--- config.mk ---
export PLATFORM = sky130hd
export DESIGN_NAME = latbus_arbiter
export DESIGN_NICKNAME = d
export VERILOG_FILES = /design/src/rtl/latbus_arb_pkg.sv /design/src/rtl/latbus_wait_cnt.sv /design/src/rtl/latbus_key_gen.sv /design/src/rtl/latbus_pick.sv /design/src/rtl/latbus_arbiter.sv
export SDC_FILE = /design/constraint.sdc
export NUM_CORES = 1
export LEC_CHECK = 0
export BUFFER_PORTS_ARGS = -buffer_cell sky130_fd_sc_hd__buf_2
export CAP_MARGIN = 0
export CORE_MARGIN = 1
export CORE_UTILIZATION = 57
export DETAILED_ROUTE_END_ITERATION = 6
export PLACE_DENSITY_LB_ADDON = 0.05
export SETUP_SLACK_MARGIN = 0.02
export SLEW_MARGIN = 20
export SYNTH_ARGS = -nofsm -noshare
export SYNTH_HDL_FRONTEND = slang
export SYNTH_HIERARCHICAL = 1
export SYNTH_SLANG_ARGS = --single-unit
--- constraint.sdc ---
create_clock -name clk -period 7.55 [get_ports clk]
set_input_delay 1.8875 -clock clk [delete_from_list [all_inputs] [get_ports clk]]
set_output_delay 1.8875 -clock clk [all_outputs]
set_load 0.05 [all_outputs]
--- src/rtl/latbus_arb_pkg.sv ---
package latbus_arb_pkg;

   typedef enum logic [1:0] {
      POL_FIXED    = 2'b00,
      POL_PROG     = 2'b01,
      POL_DEADLINE = 2'b10,
      POL_FIXED_B  = 2'b11
   } arb_policy_e;

   function automatic int unsigned max2(input int unsigned a, input int unsigned b);
      return (a > b) ? a : b;
   endfunction

endpackage

--- src/rtl/latbus_wait_cnt.sv ---
module latbus_wait_cnt #(
   parameter int unsigned LAT_W = 4
) (
   input  logic             clk,
   input  logic             rst_n,
   input  logic             req,
   input  logic             owner,
   input  logic             finish,
   input  logic [LAT_W-1:0] max_wait,
   output logic [LAT_W-1:0] eff_wait
);

   logic             armed_q;
   logic [LAT_W-1:0] cnt_q;

   always_ff @(posedge clk) begin
      if (!rst_n) begin
         armed_q <= 1'b0;
         cnt_q   <= '0;
      end else if (!req) begin
         armed_q <= 1'b0;
      end else if (!armed_q || finish) begin
         armed_q <= 1'b1;
         cnt_q   <= max_wait;
      end else if (!owner) begin
         if (cnt_q != '0) cnt_q <= cnt_q - 1'b1;
      end
   end

   // a fresh or re-issued request is compared on its full allowance
   assign eff_wait = (armed_q && !finish) ? cnt_q : max_wait;

endmodule

--- src/rtl/latbus_key_gen.sv ---
module latbus_key_gen
   import latbus_arb_pkg::*;
#(
   parameter int unsigned LAT_W  = 4,
   parameter int unsigned PRIO_W = 2,
   parameter int unsigned KEY_W  = 4
) (
   input  arb_policy_e       policy,
   input  logic [PRIO_W-1:0] prio,
   input  logic [LAT_W-1:0]  eff_wait,
   output logic [KEY_W-1:0]  key
);

   logic [PRIO_W-1:0] prio_inv;
   assign prio_inv = ~prio;

   // smaller key wins in every policy
   always_comb begin
      unique case (policy)
         POL_PROG:     key = KEY_W'(prio_inv);
         POL_DEADLINE: key = KEY_W'(eff_wait);
         default:      key = '0;
      endcase
   end

endmodule

--- src/rtl/latbus_pick.sv ---
module latbus_pick #(
   parameter int unsigned N     = 4,
   parameter int unsigned KEY_W = 4
) (
   input  logic [N-1:0]            req,
   input  logic [N-1:0][KEY_W-1:0] keys,
   output logic [N-1:0]            win,
   output logic                    any
);

   logic [KEY_W-1:0] best;

   // strict compare in ascending index order keeps ties at the lower index
   always_comb begin
      any  = 1'b0;
      best = '0;
      win  = '0;
      for (int i = 0; i < int'(N); i++) begin
         if (req[i] && (!any || keys[i] < best)) begin
            any    = 1'b1;
            best   = keys[i];
            win    = '0;
            win[i] = 1'b1;
         end
      end
   end

endmodule

--- src/rtl/latbus_arbiter.sv ---
module latbus_arbiter
   import latbus_arb_pkg::*;
#(
   parameter int unsigned N      = 4,
   parameter int unsigned LAT_W  = 4,
   parameter int unsigned PRIO_W = 2,
   localparam int unsigned IDX_W = $clog2(N),
   localparam int unsigned KEY_W = max2(LAT_W, PRIO_W)
) (
   input  logic                clk,
   input  logic                rst_n,
   input  logic [N-1:0]        req,
   input  logic [N*LAT_W-1:0]  max_wait_vec,
   input  logic [N*PRIO_W-1:0] prio_vec,
   input  logic [1:0]          mode,
   input  logic                xfer_done,
   output logic [N-1:0]        gnt,
   output logic [IDX_W-1:0]    gnt_idx
);

   if (N < 2) begin : g_bad_n
      $error("latbus_arbiter: N must be at least 2");
   end
   if (LAT_W < 1 || LAT_W > 16) begin : g_bad_lat
      $error("latbus_arbiter: LAT_W must be 1..16");
   end
   if (PRIO_W < 1 || PRIO_W > 8) begin : g_bad_prio
      $error("latbus_arbiter: PRIO_W must be 1..8");
   end

   arb_policy_e             policy;
   logic [N-1:0]            gnt_q;
   logic [IDX_W-1:0]        idx_q;
   logic [N-1:0]            finish;
   logic [N-1:0][KEY_W-1:0] keys;
   logic [N-1:0]            win;
   logic                    any_win;
   logic                    busy;
   logic                    arb_edge;
   logic [IDX_W-1:0]        win_idx;

   assign policy   = arb_policy_e'(mode);
   assign busy     = |gnt_q;
   assign arb_edge = !busy || xfer_done;
   assign finish   = gnt_q & {N{xfer_done}};

   for (genvar i = 0; i < int'(N); i++) begin : g_ch
      logic [LAT_W-1:0] eff;

      latbus_wait_cnt #(.LAT_W(LAT_W)) u_cnt (
         .clk      (clk),
         .rst_n    (rst_n),
         .req      (req[i]),
         .owner    (gnt_q[i]),
         .finish   (finish[i]),
         .max_wait (max_wait_vec[i*LAT_W +: LAT_W]),
         .eff_wait (eff)
      );

      latbus_key_gen #(.LAT_W(LAT_W), .PRIO_W(PRIO_W), .KEY_W(KEY_W)) u_key (
         .policy   (policy),
         .prio     (prio_vec[i*PRIO_W +: PRIO_W]),
         .eff_wait (eff),
         .key      (keys[i])
      );
   end

   latbus_pick #(.N(N), .KEY_W(KEY_W)) u_pick (
      .req  (req),
      .keys (keys),
      .win  (win),
      .any  (any_win)
   );

   always_comb begin
      win_idx = '0;
      for (int i = 0; i < int'(N); i++) begin
         if (win[i]) win_idx = IDX_W'(i);
      end
   end

   always_ff @(posedge clk) begin
      if (!rst_n) begin
         gnt_q <= '0;
         idx_q <= '0;
      end else if (arb_edge) begin
         gnt_q <= any_win ? win : '0;
         idx_q <= any_win ? win_idx : '0;
      end
   end

   assign gnt     = gnt_q;
   assign gnt_idx = idx_q;

endmodule

; Word level (Yosys, flattened, before mapping)
; Cells that the tools add are included.
[word_totals]
regBits = 26
inputBits = 33
output_inout_bits = 6
elab_cells = 108
[classes]
addsub = 4
order_cmp = 3
n_eq_ne = 6
mux = 36
bitwise = 5
reduce_logical = 44
[ops]
columns = cell, n
row1 = 4-bit two-way mux, 23
row2 = 4-bit one-hot mux with 2 select lines, 4
row3 = 4-bit nonzero test, 4
row4 = 4-bit by 1-bit subtractor with 4-bit output (second input constant), 4
row5 = 1-bit logical NOT, 12
row6 = 4-bit less-than comparator, 3
row7 = 3-bit AND reduction, 4
row8 = 1-bit logical OR, 8
row9 = 2-bit by 1-bit != test with 1-bit output (second input constant), 4
row10 = 2-bit NOT, 4
row11 = 2-bit AND reduction, 4
row12 = 2-bit nonzero test, 4
row13 = 1-bit logical AND, 7
row14 = 1-bit two-way mux, 6
row15 = 2-bit two-way mux, 3
row16 = 4-bit bitwise AND, 1
row17 = 4-bit OR reduction, 1
row18 = 2-bit by 1-bit == test with 1-bit output (second input constant), 1
row19 = 2-bit == test (second input constant), 1

; Depth between registers and ports, before layout
[logic_depth]
word_depth = 22
mapped_depth = 27
depth_no_buf = 26

; Cells and area by module
; Netlist, hierarchy kept.
[modules_own_cells]
columns = mod, instances, cells_each, area_each_um2, seq_area_each_um2
row1 = latbus_wait_cnt, 4, 46, 337.8, 100.1
row2 = latbus_pick, 1, 65, 509.2, 0.0
row3 = latbus_key_gen, 4, 12, 75.1, 0.0
row4 = latbus_arbiter, 1, 32, 289.0, 120.1

; Worst setup path after synthesis
; Ideal clock, no wire load.
[synth_path]
kind = input port to flip-flop
start = input xfer_done
end = register idx_q[0], in the netlist gnt_idx[0]
setup_ps = 125
arrival_time_ps = 6483
required_time_ps = 7425
setup_slack_ps = 943
stages = 25
n_path_buf = 1
path_cell_list = and2_2 nand2b_1 clkbuf_1 o21ai_0 nand2_1 a21oi_1 nand2_1 ha_1 a21oi_1 o211ai_2 mux2_2 ha_1 a2111oi_0 nand2_1 o21a_4 mux2_4 ha_1 a211oi_1 and3_1 o211ai_1 o211ai_2 nor3_1 nor2b_1 o211ai_1 mux2i_1
[synth_rtl]
columns = element, line
row1 = "start, declared", latbus_arbiter.sv:16  ; input logic xfer_done,
row2 = "end signal, assigned", latbus_arbiter.sv:88  ; idx_q <= any_win ? win_idx : '0;
row3 = "end, declared", latbus_arbiter.sv:33  ; logic [IDX_W-1:0] idx_q;

==> results_dict.tcl <==
set metrics [dict create \
    r2r-start "gnt[0]" \
    rsz0062_at_grt "false" \
    rrSetupSlack_ns 1.78 \
    relSlewSlack_pct 65.2 \
    num_antenna_cells 0 \
    dp_hpwl_mm 4.10 \
    worst_slew_pin_slew_ns 0.522 \
    drv_slew 0 \
    cts_setup_buffers 0 \
    wl_per_cell_um 13.0 \
    synth_edf_count 0 \
    drc 0 \
    drive_gt1_share_pct 18.9 \
    regArea_sq_um 520 \
    grt-ovfl-total 0 \
    grt_pass1_wl_mm 9.00 \
    yosysWarnings 6 \
    rr_worst_depth 25 \
    vdd_drop_max_v 0.0000742 \
    synth_top_cell_area_share_pct 21.2 \
    core_sq_mm 0.00406 \
    min_period_ns 7.06 \
    yosys-top-cells-area "dfxtp_1 (21%), ha_1 (13%), nand2_1 (8.9%), inv_1 (4.7%), a21oi_1 (4.7%)" \
    p_leak_nw 1.24 \
    vias 2344 \
    ys.flop_type "dfxtp_1" \
    routed_via_density 5.65 \
    clock-root-buffer "clkbuf_8" \
    yosysSeqAreaShare_pct 21.2 \
    drtAntennaViolNets 0 \
    cpMaxStageDelayCell "mux2_2" \
    grt_pass1_vias 2096 \
    arrival_ns 7.22 \
    post-place-ws_ns 0.328 \
    post-route-period-util_pct 93.4 \
    postCtsHoldBufs 0 \
    multi_input_area_sq_mm 0.00179 \
    finalSetupViolCount 0 \
    p_per_area_mw_per_mm2 160 \
    worstPathRequired_ns 7.72 \
    worst_slack_ns 0.495 \
    htree_levels 1 \
    path_class "input port to flip-flop" \
    area_delta_synth_final_pct 12.1 \
    path_buf_inv 1 \
    crit_start "xfer_done" \
    antenna_found_initial 0 \
    clock_path_buffers 2 \
    first_pass_iters 4 \
    io_buffers 38 \
    maxCapViolations 0 \
    grt_max_degree 29 \
    wl_mm 5.39 \
    initial_core_util_pct 60.4 \
    cp_top_family "compound AO/OA/AOI/OAI gates" \
    min_to "gnt_idx[1]" \
    die_x_um 67.6 \
    gp_congestion 0.876 \
    min_from "gnt_idx[1]" \
    timing.rr.end "gnt_idx[0]" \
    syn-num-nets 387 \
    clk_latency_ns 0.27 \
    ys_ff_latch 26 \
    synthCells 329 \
    fmax_mhz 142 \
    fin_tns_setup_ns 0 \
    io_pins 39 \
    dr.first_iter.drc_count 82 \
    cts_sinks 26 \
    avgSynthCellArea_sq_um 7.45 \
    async_flop_share_pct 0 \
    row_count 23 \
    hp-class "flip-flop to flip-flop" \
    cpMostUsedCell "nand2_1" \
    critPathLaunchType "input port" \
    status "completed" \
    cts_tree "yes" \
    fill_cells 360 \
    crit_fanout 10 \
    fp.dieH_um 67.6 \
    hold_depth 2 \
    fp.dieArea_sq_mm 0.00456 \
    cp-end-kind "flip-flop" \
    post_cts_resized 0 \
    synth_top_area_cell "dfxtp_1" \
    netlist_area_sq_mm 0.00245 \
    cpPeakStageDelay_ns 0.40 \
    cts_buffers 3 \
    ys_types 46 \
    clk_pin_slew_worst_paths_ns 0.10 \
    finalClockSkew_ns 0.00106 \
    track_usage_pct 25.7 \
    finalNetCount 424 \
    final_hold_viol_count 0 \
]
where the power goes:
part,switching (mW),total [mW],internal (mW)
sequential,0.0131,0.164,0.151
clock,0.0489,0.120,0.0710
combinational,0.0905,0.157,0.0661
placed cells by master, fill, tap and decap left out, types with 2 or more instances in the layout:
| cell type | n |
|---|---|
| nor2b_1 | 9 |
| a221o_2 | 4 |
| nor3_1 | 2 |
| nand3b_1 | 6 |
| a21oi_1 | 23 |
| dfxtp_1 | 26 |
| inv_1 | 31 |
| o221a_2 | 4 |
| o211ai_1 | 4 |
| a211oi_1 | 5 |
| nand2_1 | 58 |
| nor4b_1 | 4 |
| and4bb_2 | 4 |
| o21ai_0 | 18 |
| nand3_1 | 6 |
| nand2b_1 | 14 |
| or3_1 | 9 |
| nor3b_1 | 4 |
| mux2i_1 | 2 |
| a2bb2oi_1 | 4 |
| o2bb2ai_1 | 4 |
| mux2_4 | 3 |
| clkbuf_8 | 3 |
| ha_1 | 25 |
| nor2_1 | 22 |
| o211ai_2 | 2 |
| mux2_2 | 3 |
| buf_2 | 38 |
| and2_1 | 11 |
registers in the layout (all words and copies together) (netlist names):
| register | count |
|---|---|
| gnt | 4 |
| gnt_idx | 2 |
| g_ch.u_cnt/cnt_q | 16 |
| g_ch.u_cnt/armed_q | 4 |
area by class of cell:
class,count,share of cell area (%)
well taps,50,2.28
flip-flops and latches,26,19.0
clock buffers,3,1.50
inverters,31,4.24
multi-input cells,266,65.0
clock inverters,1,1.09
repair buffers,38,6.92
Yosys cell counts (2+ instances only):
cell type / instances
nand3_1: 6
o2bb2ai_1: 4
o21ai_0: 18
o211ai_2: 2
o211ai_1: 4
mux2_2: 3
mux2i_1: 2
nor2_1: 22
dfxtp_1: 26
nor4b_1: 4
and2_1: 11
mux2_4: 3
and4bb_2: 4
clkbuf_1: 4
o221a_2: 4
nand3b_1: 6
nor3_1: 2
nor3b_1: 4
a2bb2oi_1: 4
ha_1: 25
a221o_2: 4
inv_1: 31
nor2b_1: 9
nand2b_1: 14
a21oi_1: 23
or3_1: 9
a211oi_1: 5
nand2_1: 58
worst max path at each step:
stage | end | cells past startpoint
after floorplan | gnt_idx[0] | 25
after global placement | gnt_idx[0] | 25
after detailed placement | gnt_idx[0] | 25
after CTS | gnt_idx[0] | 25
after global routing | gnt_idx[0] | 25
final | gnt_idx[0] | 26
cells by family (layout without fill, tap and decap cells):
kind of cell,Yosys count,after routing,share of synthesized area (%)
fa+ha+maj,25,25,12.8
flops,26,26,21.2
mux,8,8,4.03
simple gates,155,155,33.4
compound gates,78,78,22.7
buf+inv,37,73,5.87
per-stage QoR:
| stage | area (sq um) | cells | hold WS, ns | util, % | total power, mW |
|---|---|---|---|---|---|
| 2_1_floorplan | 2450 | 329 | 0.451 | - | 0.283 |
| 3_3_place_gp | 2680 | 411 | 0.446 | 65.9 | 0.320 |
| 3_5_place_dp | 2680 | 411 | 0.454 | 65.9 | 0.322 |
| 4_1_cts | 2750 | 415 | 0.469 | 67.7 | 0.443 |
| 5_1_grt | 2750 | 415 | 0.502 | 67.7 | 0.467 |
| 6_report | 2750 | 415 | 0.463 | 67.7 | 0.440 |
worst min-delay path, stage by stage (launching register included):
cell	delay [ns]
dfxtp_1	0.32
nand2_1	0.05
mux2i_1	0.05
layer usage:
layer	part of all wire (%)	global-route usage [%]	routed length (um)	vias to the layer above
li1	-	-	-	1223
met3	3.8	3.04	205	6
met2	49	46.7	2620	52
met1	47	31.0	2510	1063
met5	0	0	0	-
met4	0.98	7.98	53	0
No activity file was read; power rests on OpenSTA's default activity.
